===== src/rtl/iter_slot_sched.sv =====
module iter_slot_sched #(
  parameter int NBUF   = 8,
  parameter int BUDGET = 8,
  parameter int SEQW   = 8,
  parameter int ITW    = 8
) (
  input  logic                      clk,
  input  logic                      rst_n,
  input  logic                      arrive_i,
  input  logic                      mode_i,
  output logic                      grant_valid_o,
  output logic [$clog2(NBUF)-1:0]   grant_buf_o,
  input  logic                      res_valid_i,
  input  logic                      res_pass_i,
  output logic                      out_valid_o,
  output logic [SEQW-1:0]           out_seq_o,
  output logic                      out_pass_o,
  output logic [ITW-1:0]            out_iters_o
);
  localparam int BW = $clog2(NBUF);
  localparam int LW = $clog2(NBUF + 1);
  localparam int SW = $clog2(BUDGET + 1);

  typedef enum logic [1:0] {S_IDLE, S_GRANT, S_WAIT} st_t;
  st_t st;

  logic [NBUF-1:0] act, pas, filled, pend;
  logic [LW-1:0]   lat [NBUF];
  logic [ITW-1:0]  its [NBUF];
  logic [SEQW-1:0] sq  [NBUF];
  logic [BW-1:0]   wp, nb, gb;
  logic [SW-1:0]   slot;
  logic [SEQW-1:0] seq_cnt;

  logic            old_hit, pnd_hit, sel_hit, acc;
  logic [BW-1:0]   old_idx, pnd_idx, sel_idx;
  logic [LW-1:0]   old_lat;

  always_comb begin
    old_hit = 1'b0;
    old_idx = '0;
    old_lat = '0;
    pnd_hit = 1'b0;
    pnd_idx = '0;
    for (int i = 0; i < NBUF; i++) begin
      if (act[i] && (!old_hit || lat[i] > old_lat)) begin
        old_hit = 1'b1;
        old_idx = BW'(i);
        old_lat = lat[i];
      end
      if (!pnd_hit && pend[i] && act[i]) begin
        pnd_hit = 1'b1;
        pnd_idx = BW'(i);
      end
    end
  end

  assign acc     = arrive_i && (st == S_IDLE);
  assign sel_hit = (slot == '0) || (!mode_i && pnd_hit) || old_hit;
  assign sel_idx = (slot == '0) ? nb : (!mode_i && pnd_hit) ? pnd_idx : old_idx;

  assign grant_valid_o = (st == S_GRANT) && sel_hit;
  assign grant_buf_o   = sel_idx;

  always_ff @(posedge clk) begin
    if (!rst_n) begin
      st          <= S_IDLE;
      act         <= '0;
      pas         <= '0;
      filled      <= '0;
      pend        <= '0;
      wp          <= '0;
      nb          <= '0;
      gb          <= '0;
      slot        <= '0;
      seq_cnt     <= '0;
      out_valid_o <= 1'b0;
      out_seq_o   <= '0;
      out_pass_o  <= 1'b0;
      out_iters_o <= '0;
      for (int i = 0; i < NBUF; i++) begin
        lat[i] <= '0;
        its[i] <= '0;
        sq[i]  <= '0;
      end
    end else begin
      out_valid_o <= 1'b0;
      case (st)
        S_IDLE: if (arrive_i) begin
          out_valid_o <= filled[wp];
          out_seq_o   <= sq[wp];
          out_pass_o  <= pas[wp];
          out_iters_o <= its[wp];
          for (int i = 0; i < NBUF; i++) begin
            if (BW'(i) == wp) begin
              act[i]    <= 1'b1;
              pas[i]    <= 1'b0;
              filled[i] <= 1'b1;
              lat[i]    <= '0;
              its[i]    <= '0;
              sq[i]     <= seq_cnt;
            end else if (act[i]) begin
              lat[i] <= lat[i] + LW'(1);
            end
          end
          pend    <= act & ~(NBUF'(1) << wp);
          nb      <= wp;
          wp      <= (wp == BW'(NBUF - 1)) ? '0 : wp + BW'(1);
          seq_cnt <= seq_cnt + SEQW'(1);
          slot    <= '0;
          st      <= S_GRANT;
        end
        S_GRANT: if (sel_hit) begin
          gb            <= sel_idx;
          pend[sel_idx] <= 1'b0;
          slot          <= slot + SW'(1);
          st            <= S_WAIT;
        end else begin
          st <= S_IDLE;
        end
        S_WAIT: if (res_valid_i) begin
          its[gb] <= its[gb] + ITW'(1);
          pas[gb] <= res_pass_i;
          if (res_pass_i) act[gb] <= 1'b0;
          st <= (slot == SW'(BUDGET)) ? S_IDLE : S_GRANT;
        end
        default: st <= S_IDLE;
      endcase
    end
  end

  p_grant_live_r4: assert property (@(posedge clk) disable iff (!rst_n)
    grant_valid_o |-> act[grant_buf_o]);

  p_one_outstanding_r3: assert property (@(posedge clk) disable iff (!rst_n)
    grant_valid_o |=> !grant_valid_o);

  p_budget_r3: assert property (@(posedge clk) disable iff (!rst_n)
    slot <= SW'(BUDGET));

  p_first_slot_r2: assert property (@(posedge clk) disable iff (!rst_n)
    acc |=> grant_valid_o && grant_buf_o == $past(wp));

  p_release_timing_r7: assert property (@(posedge clk) disable iff (!rst_n)
    out_valid_o |-> $past(arrive_i));

  p_pass_has_iters_r8: assert property (@(posedge clk) disable iff (!rst_n)
    out_valid_o && out_pass_o |-> out_iters_o != '0);
endmodule


===== config.mk =====
export PLATFORM = sky130hd
export DESIGN_NAME = iter_slot_sched
export DESIGN_NICKNAME = d
export VERILOG_FILES = /design/src/rtl/iter_slot_sched.sv
export SDC_FILE = /design/constraint.sdc
export NUM_CORES = 1
export LEC_CHECK = 0
export BUFFER_PORTS_ARGS = -buffer_cell sky130_fd_sc_hd__buf_2
export CORE_ASPECT_RATIO = 1.2
export CORE_MARGIN = 2
export CORE_UTILIZATION = 55
export CTS_CLUSTER_DIAMETER = 120
export CTS_CLUSTER_SIZE = 40
export DETAILED_ROUTE_END_ITERATION = 8
export PLACE_DENSITY_LB_ADDON = 0.1
export REMOVE_ABC_BUFFERS = 1
export SLEW_MARGIN = 10
export SYNTH_ARGS = -nofsm -noshare
export SYNTH_HDL_FRONTEND = slang
export SYNTH_SLANG_ARGS = --single-unit

===== constraint.sdc =====
create_clock -name clk -period 29.6 [get_ports clk]
set_clock_uncertainty 0.2 [all_clocks]
set_input_delay 5.92 -clock clk [delete_from_list [all_inputs] [get_ports clk]]
set_output_delay 5.92 -clock clk [all_outputs]
set_load 0.005 [all_outputs]

==> results of run 1 <==
-- per-layer routing --
layer / vias up / track usage, %
met5: - / 0
met2: 235 / 44.7
met4: 0 / 6.76
li1: 3952 / -
met1: 4159 / 33.6
met3: 35 / 2.10
-- worst min-delay path, cell delays in order (launching register included) --
cell,delay (ns)
dfxtp_1,0.34
inv_1,0.05
a21oi_1,0.05
-- worst max-delay path by stage --
stage / from / to / slack [ns]
2_1_floorplan: act[0] / grant_buf_o[0] / 14.33
4_1_cts: act[0] / grant_buf_o[0] / 12.29
3_3_place_gp: act[0] / grant_buf_o[0] / 13.08
5_1_grt: act[0] / grant_buf_o[0] / 11.44
3_5_place_dp: act[0] / grant_buf_o[0] / 12.82
6_report: act[0] / grant_buf_o[0] / 12.21
-- power groups by stage --
stage | Sequential (mW) | Combinational [mW] | Clock [mW]
6_report | 0.380 | 0.106 | 0.159
5_1_grt | 0.382 | 0.117 | 0.171
4_1_cts | 0.380 | 0.107 | 0.161
3_5_place_dp | 0.388 | 0.107 | 0
3_3_place_gp | 0.387 | 0.106 | 0
2_1_floorplan | 0.388 | 0.0712 | 0
-- per-stage QoR --
stage                     area, um^2  setup WS (ns)
after floorplan                11900          14.33
after global placement         12400          13.08
after detailed placement       12400          12.82
after CTS                      12700          12.29
after global routing           12700          11.44
final                          12700          12.21
-- cell families after synthesis --
logic type,count (synthesis)
AND/OR/NAND/NOR,442
AO/OA/AOI/OAI,166
buffers and inverters,98
adder cells (fa/ha/maj),46
multiplexers,70
XOR/XNOR,32
flip-flops,236
-- synthesized netlist by cell type, types with 5 or more instances --
master	n
ha_1	46
mux4_2	52
o31ai_1	5
nand2_1	115
clkbuf_1	43
mux2_2	5
o21a_1	7
and2_1	7
o21ai_0	19
nand4_1	7
buf_2	7
a31oi_1	5
xnor2_1	17
a311oi_1	17
nand2b_1	7
mux2i_1	13
nor2b_1	7
xor2_1	15
nand3b_1	7
nor2_1	211
nand3_1	41
a21oi_1	44
dfxtp_1	76
and3_1	5
a211oi_1	7
o211ai_1	14
inv_1	39
edfxtp_1	160
-- registers in the layout, indices dropped and copies added, names as in the netlist, 4 cells and up, named ones only --
register,flops
its,64
sq,64
lat,32
act,8
filled,8
out_iters_o,8
out_seq_o,8
pas,8
pend,8
seq_cnt,8
slot,4
-- area by class of cell --
| class | instances | area share (%) |
|---|---|---|
| tap | 274 | 2.71 |
| sequential | 236 | 50.0 |
| clock buffer | 12 | 2.03 |
| timing repair buffer | 35 | 1.54 |
| inverter | 42 | 1.24 |
| multi-input combinational | 756 | 42.5 |
-- cell usage in the layout, fill, tap and decap left out, drive strengths merged, types with 8 or more instances in the layout --
cell	n
o21ai	23
o211ai	14
mux2i	13
nand2	115
mux4	52
a211oi	8
nand3	41
clkbuf	12
a21oi	45
xor2	15
buf	35
nor2	211
inv	41
edfxtp	160
xnor2	17
a311oi	18
dfxtp	76
ha	46
==> run metrics, run 1 <==
status=finished, final reports clean; CTS buffer count=9; Clock Power Share=about a quarter; die height=166 um; CP most frequent cell=ha_1; RR Endpoint=pend[1]; Rel. slew slack=between 40% and 50%; net switching power=between 150 and 200 uW; routed wl met3=1250 um; average cell area after synthesis=~11 um^2; final setup violating endpoints=0; sequential fraction of the synthesis area=a little over half; Final Hold Fails=0; DRT Wirelength=29,100 um; synthesized flop and latch total=around 240; mux contribution to synthesized area=11.2%; Clk pin slew, worst setup/hold paths=0.15 ns; Final Slew Violations=0; FF-to-FF path depth=43; CTS resizes=0; Most used DFF post-synth=edfxtp_1; WL met2=between 15,000 and 20,000 um; fmax=around 0.058 GHz; reg2reg start=act[0]; static leakage=about 4.6 nW; worst-path fanout max=14; initial antenna violation count=0; vias in the first global route=about 8,400; Antenna Violating Nets Remaining=0; Switching Share=a little over a quarter; adder-cell share of the synthesized area=approximately 4.8%; Pre-antenna DRT Iters=6; first-pass GRT wire length=~46,000 um; Worst-Skew Late Latency=0.49 ns; Synth Area in Simple Gates=between 15 and 20%; Yosys top cell by area=edfxtp_1; Inst Count DP=1,343; core area=between 20,000 and 25,000 um^2; Vias=~8,400; CP Depth=42; Layout area overhead=4.72%; Req. time, crit path=approximately 23 ns; I/O Buffers=27; Pint=between 400 and 500 uW; Synth async-reset ratio=0%; Worst path max stage delay=~0.66 ns; Post-CTS Setup Bufs=0; WHS Path Cells=2; layout cells sized above 1=between 10% and 20%; multi-input combinational cell area=between 5000 and 6000 um^2; Root Driver=clkbuf_16; die area=between 20,000 and 25,000 um^2; crit start category=register; largest net degree at the start of global routing=62; I/O pin cnt=28; area fraction of the dominant cell type after synthesis=39.7%; Final TNS setup=0 ns; CTS Hold Buffers Added=0; H-tree depth=1; min-delay src=filled[4]; Max VDD drop=60.3 uV; Tmin final=~17 ns; Crit. End Element=primary output; num rows=59; Synth Area in Compound Gates=about a tenth; routability cong.=between 0.8 and 0.9; CTS tree=built; RSZ-0062 raised after global routing=false; CP top delay family=compound AO/OA/AOI/OAI gates; Flop pwr share=between 50% and 60%; vias per cell=between 6 and 7; top layer used by detailed routing=met4; global-route usage over all layers=25.2%; synthesized area=between 10,000 and 15,000 um^2; largest family of logic cells by synthesized area=simple AND/OR/NAND/NOR gates; combinational power share=16.5%; Slew @ Worst Pin=between 0.8 and 0.9 ns; Synth Warn #=0; Max Cap Violations=0; DRT iter0 DRCs=just under 800; M1 WL=around 12,000 um; Filler cells=1,851; synthesized instance count=between 1,000 and 1,500; Reg2Reg Setup Slack=18.34 ns; HPWL after DPL=approximately 20,000 um; synthesized-area fraction occupied by xor and xnor cells=roughly 2.3%; slowest stage cell, crit path=dfxtp_1; Initial Utilization=between 50% and 60%; post-synthesis cell type count=79; grt ovf=0; WHS Endpoint=filled[4]; Final period util=58.7%; Routed wire per std cell=21.5 um; clock buffer depth=3; CP Class=reg2out; post-route core utilization=58.6%; Die W=approximately 140 um; CP arrival=11.27 ns; Reg area=6330 um^2; n_diodes=0; WP buf/inv=2; Overall Power=between 600 and 700 uW; power density over cell area=between 50 and 60 nW/um^2; Finished Layout Cells=approximately 1,400; hold crit path type=reg2reg; Synth area leaders=edfxtp_1, dfxtp_1, mux4_2, nor2_1, ha_1; DR DRC count=0; post-layout net count=approximately 1,100; EDFF count, synth=160; final hold slack=0.261 ns; # clock sinks=approximately 240
Note: power is estimated with default switching activity, not from simulation.
==> run 2, diff against run 1 <==
--- a/config.mk
+++ b/config.mk
@@ -5,6 +5,7 @@
 export SDC_FILE = /design/constraint.sdc
 export NUM_CORES = 1
 export LEC_CHECK = 0
+export ABC_AREA = 1
 export BUFFER_PORTS_ARGS = -buffer_cell sky130_fd_sc_hd__buf_2
 export CORE_ASPECT_RATIO = 1.2
 export CORE_MARGIN = 2
==> constraint.sdc (replaced) <==
create_clock -name clk -period 18 [get_ports clk]
set_clock_uncertainty 0.2 [all_clocks]
set_input_delay 3.6 -clock clk [delete_from_list [all_inputs] [get_ports clk]]
set_output_delay 3.6 -clock clk [all_outputs]
set_load 0.005 [all_outputs]
==> run 2 against run 1 <==
  * Die area is 3.0% higher
  * Sequential power grew 63%
  * Routed wire length is 6.5% higher
  * Register-to-register slack worse by 9.6 ns
  * Global-route usage grew 0.97 points
  * Critical path type unchanged
  * Largest cell class unchanged
==> run metrics, run 2 <==
status=finished, final reports clean; HPWL after DPL=20,900 um; I/O Buffers=27; WP buf/inv=10; hold crit path type=reg2reg; DRT Wirelength=between 30,000 and 40,000 um; Vias=9,944; Final period util=71.8%; leading cell type in the layout, fill and taps excluded=nor2_1; crit start category=register; routability cong.=0.919; post-synthesis cell type count=between 40 and 50; RSZ-0062 raised after global routing=false; H-tree depth=1; area fraction of the dominant cell type after synthesis=between 30% and 40%; # clock sinks=between 200 and 250; CP most frequent cell=nand2_1; CTS tree=built; die height=about 170 um; Yosys top cell by area=edfxtp_1; Pint=762 uW; final hold slack=0.260 ns; average cell area after synthesis=between 8 and 9 um^2; grt ovf=0; worst-path fanout max=10; die area=between 20,000 and 25,000 um^2; final setup violating endpoints=0; DRT iter0 DRCs=around 650; Crit. End Element=primary output; Final Hold Fails=0; CP arrival=between 9 and 10 ns; DR DRC count=0; Final Slew Violations=0; Tmin final=roughly 13 ns; Most used DFF post-synth=edfxtp_1; top post-synthesis cells by count=nor2_1, nand2_1, edfxtp_1, inv_1, o21ai_0; initial antenna violation count=0; EDFF count, synth=160; num rows=60; Max VDD drop=60.2 uV; CP Class=reg2out; Synth area leaders=edfxtp_1, dfxtp_1, nor2_1, nand2_1, o21ai_0; cell with the most instances after synthesis=nor2_1; global-route usage over all layers=between 20% and 30%; layout cells sized above 1=6.45%; Pre-antenna DRT Iters=5; net switching power=323 uW; Slew @ Worst Pin=around 0.89 ns; vias per cell=about 5.6; Layout area overhead=4.01%; synthesized instance count=1,499; Root Driver=clkbuf_16; sequential fraction of the synthesis area=about half; Overall Power=roughly 1.1 mW; combinational power share=roughly 20%; Initial Utilization=55.7%; post-layout net count=between 1,500 and 2,000; Post-CTS Setup Bufs=0; Antenna Violating Nets Remaining=0; Max Cap Violations=0; slowest stage cell, crit path=dfxtp_1; CP top delay family=simple AND/OR/NAND/NOR gates; synthesized area=roughly 12,000 um^2; Worst path max stage delay=between 0.5 and 0.6 ns; core area=roughly 22,000 um^2; CTS resizes=0; clock buffer depth=3; Synth Warn #=0; first-pass GRT wire length=slightly below 50,000 um; fmax=0.0774 GHz; Flop pwr share=57.3%; Clk pin slew, worst setup/hold paths=approximately 0.14 ns; Clock Power Share=between 20% and 30%; I/O pin cnt=28; commonest non-fill, non-tap cells in the layout=nor2_1, nand2_1, edfxtp_1; vias in the first global route=around 9,700; Die W=~140 um; Switching Share=around 30%; static leakage=between 5 and 6 nW; power density over cell area=between 80 and 90 nW/um^2; CTS Hold Buffers Added=0; Final TNS setup=0 ns; Req. time, crit path=between 10 and 15 ns; largest net degree at the start of global routing=86; Worst-Skew Late Latency=about 0.48 ns; Routed wire per std cell=around 18 um; n_diodes=0; synthesized flop and latch total=236; Synth async-reset ratio=0%; CTS buffer count=9; leading registers by flop count=its (64), sq (64), lat (32); Rel. slew slack=40.5%
-- run 2: cell count changes in the layout (fill, tap and decap cells not counted), sizes merged, moves of 18 or more --
cell and delta:
a21oi +25, nor2 +74, mux4 -52, inv +126
o21ai +128, nand3 +47, o22ai +27, a311oi -18
nand2 +161
-- run 2: per-layer routing --
layer | wire [um] | track usage (%) | up-vias
met3 | 1460 | 2.38 | 54
met2 | 15800 | 47.7 | 239
met1 | 12900 | 32.8 | 4713
li1 | - | - | 4938
met5 | 0 | 0 | -
met4 | 876 | 8.52 | 0
-- run 2: worst min-delay path, stage by stage, from the launching register on --
cell and delay [ns]:
dfxtp_1 0.34, inv_1 0.05, a21oi_1 0.05
-- run 2: power by group through the flow --
stage                     logic, mW  clock network [mW]  registers [mW]
after detailed placement      0.215                   0           0.634
after global placement        0.211                   0           0.633
after CTS                     0.215               0.253           0.621
final                         0.215               0.248           0.621
after floorplan               0.143                   0           0.636
after global routing          0.242               0.270           0.625
-- run 2: path summary, 6_finish.rpt --
| kind | depth (start not counted) | slack, ns | start | end |
|---|---|---|---|---|
| max | 72 | 5.08 | act[0] | grant_buf_o[0] |
| min | 2 | 0.26 | pas[3] | pas[3] |
| max reg2reg | 77 | 8.76 | act[0] | pend[0] |
| min reg2reg | 2 | 0.26 | pas[3] | pas[3] |
-- run 2: cell families (layout without fill, tap and decap cells) --
group	after synthesis	in the layout	synth area share (%)
AOI/OAI and AO/OA	272	272	11.9
xor gates and xnor gates	22	22	1.79
adders and majority gates	46	46	4.61
buffers and inverters	225	215	7.34
DFF	236	236	50.7
and+or+nand+nor	698	698	23.6
-- run 2: metrics by stage --
| stage | utilization (%) | cells | worst slack (ns) | area (um^2) |
|---|---|---|---|---|
| CTS | 58.0 | 1768 | 5.11 | 13000 |
| detailed placement | 56.9 | 1756 | 5.67 | 12700 |
| global placement | 56.9 | 1756 | 6.03 | 12700 |
| finish | 58.0 | 1768 | 5.08 | 13000 |
| floorplan | - | 1441 | 6.75 | 12200 |
| global route | 58.0 | 1768 | 3.94 | 13000 |
-- run 2: layout make-up --
type | instances | area (um^2)
Clock buffer | 10 | 229
Clock inverter | 2 | 7.51
Fill cell | 2076 | 9400
Inverter | 167 | 627
Multi-Input combinational cell | 1038 | 5230
Sequential cell | 236 | 6330
Tap cell | 279 | 349
Timing Repair Buffer | 36 | 203
==> run 3, diff against run 2 <==
==> constraint.sdc (replaced) <==
create_clock -name clk -period 11.25 [get_ports clk]
set_clock_uncertainty 0.2 [all_clocks]
set_input_delay 2.25 -clock clk [delete_from_list [all_inputs] [get_ports clk]]
set_output_delay 2.25 -clock clk [all_outputs]
set_load 0.005 [all_outputs]
==> run 3 against run 2 <==
  * Register-to-register slack got worse by 6.4 ns
  * Die area did not move
  * Setup slack got worse by 4.7 ns
  * Routed wire length rose by 3.0%
  * First-iteration DRC count rose by 24%
  * Non-clock buffer count rose by 27
  * Sequential share of layout area fell by 2.3 points
  * Worst hold slack improved by 0.00055 ns
  * Flip-flop and latch count did not move
  * Cell count rose by 1.7%
  * Largest cell class unchanged
  * Cell area rose by 5.0%
==> run metrics, run 3 (synthesis results as in run 2) <==
status=finished, final reports clean; die height=between 150 and 200 um; Layout area overhead=9.26%; Slew @ Worst Pin=1.13 ns; combinational power share=21.0%; Final period util=97.0%; Die W=141 um; WHS Path Cells=2; Filler cells=slightly below 2,000; Worst path max stage delay=0.40 ns; Overall Power=around 1.8 mW; Routed wire per std cell=17.8 um; Vias=between 10,000 and 15,000; Inst Count DP=about 1,800; Initial Utilization=between 50% and 60%; Max VDD drop=roughly 97 uV; fmax=just over 0.09 GHz; # clock sinks=~240; commonest non-fill, non-tap cells in the layout=nor2_1, nand2_1, edfxtp_1; Reg area=roughly 6300 um^2; leading registers by flop count=its (64), sq (64), lat (32); CP most frequent cell=nand2_1; Final Slew Violations=0; clock buffer depth=3; first-pass GRT wire length=around 49,000 um; HPWL after DPL=20,800 um; I/O Buffers=27; CTS buffer count=9; vias per cell=approximately 5.7; CP arrival=approximately 8.5 ns; final setup violating endpoints=0; Worst-Skew Late Latency=0.49 ns; post-route core utilization=60.9%; FF-to-FF path depth=80; placed cell area=12,700 um^2; Req. time, crit path=between 8 and 9 ns; post-layout net count=1,569; fin worst setup slack=around 0.33 ns; Clock Power Share=around a quarter; multi-input combinational cell area=5630 um^2; dpl ws=approximately 0.38 ns; DRT iter0 DRCs=slightly above 800; DR DRC count=0; largest net degree at the start of global routing=between 60 and 70; Final TNS setup=0 ns; layout cells sized above 1=around 13%; n_diodes=0; net switching power=roughly 540 uW; Flop pwr share=roughly 55%; Tmin final=10.92 ns; die area=~24,000 um^2; Crit. End Element=primary output; crit start category=register; hold crit path type=reg2reg; routability cong.=around 0.93; num rows=60; initial antenna violation count=1; Finished Layout Cells=around 1,800; Finished Cell Area=13,600 um^2; Rel. slew slack=between 20% and 30%; CP Class=reg2out; Final Hold Fails=0; vias in the first global route=between 9,000 and 10,000; slowest stage cell, crit path=dfxtp_4; I/O pin cnt=28; CTS tree=built; Pint=1.26 mW; H-tree depth=1; Max Cap Violations=0; Root Driver=clkbuf_16; RSZ-0062 raised after global routing=true; worst-path fanout max=8; grt ovf=0; static leakage=approximately 5.7 nW; DRT Wirelength=roughly 32,000 um; final hold slack=0.260 ns; CTS Hold Buffers Added=0; Pre-antenna DRT Iters=5; core area=22,400 um^2; leading cell type in the layout, fill and taps excluded=nor2_1; global-route usage over all layers=between 20% and 30%; Clk pin slew, worst setup/hold paths=about 0.15 ns; Antenna Violating Nets Remaining=0; Switching Share=between 30% and 40%; power density over cell area=133 nW/um^2
run 3: cell types whose count changed in the layout (fill, tap and decap cells not counted), moves of 9 or more:
cell,delta
nand2_2,+22
nand2_1,-33
nand2_4,+13
ha_1,-12
ha_4,+12
buf_4,+24
or2_4,+9
or2_2,-9
inv_1,-9
run 3: final cells by class:
type                       instances  area share (%)
tap                              279            2.56
sequential                       236            46.5
clock inverter                     1           0.220
multi-input combinational       1040            41.3
timing repair buffer              63            3.06
clock buffer                      12            1.74
inverter                         167            4.64
run 3: what timing repair did:
item,CTS,global route
endpoints found under the setup margin,3,3
gates resized for setup,6,98
gates cloned,0,2
pin swaps,0,39
buffers inserted,0,27
hold endpoints to repair,0,0
run 3: critical path, delay by kind of cell (launching register included):
family	cells	cell delay, ns
compound gates	5	0.60
flops	1	0.40
simple gates	54	4.47
fa+ha+maj	7	1.66
buf+inv	9	0.82
run 3: power groups by stage:
stage	logic (mW)	registers [mW]	clock network (mW)
6_report	0.380	0.998	0.429
3_3_place_gp	0.335	1.01	0
3_5_place_dp	0.341	1.02	0
4_1_cts	0.342	0.996	0.439
5_1_grt	0.424	1.00	0.459
2_1_floorplan	0.228	1.02	0
run 3: routing by layer:
metal | part of all wire (%) | GRT usage, % | up-vias | wire length, um
li1 | - | - | 4995 | -
met1 | 41 | 32.7 | 4881 | 13100
met2 | 51 | 47.0 | 311 | 16300
met3 | 5.0 | 2.43 | 72 | 1600
met4 | 3.1 | 9.26 | 2 | 983
met5 | 0.028 | 0 | - | 9
run 3: final timing paths:
check	startpoint	endpoint	slack, ns
setup / recovery	act[0]	grant_buf_o[1]	0.33
setup reg to reg	act[0]	pend[3]	2.38
hold reg to reg	pas[3]	pas[3]	0.26
hold / removal	pas[3]	pas[3]	0.26
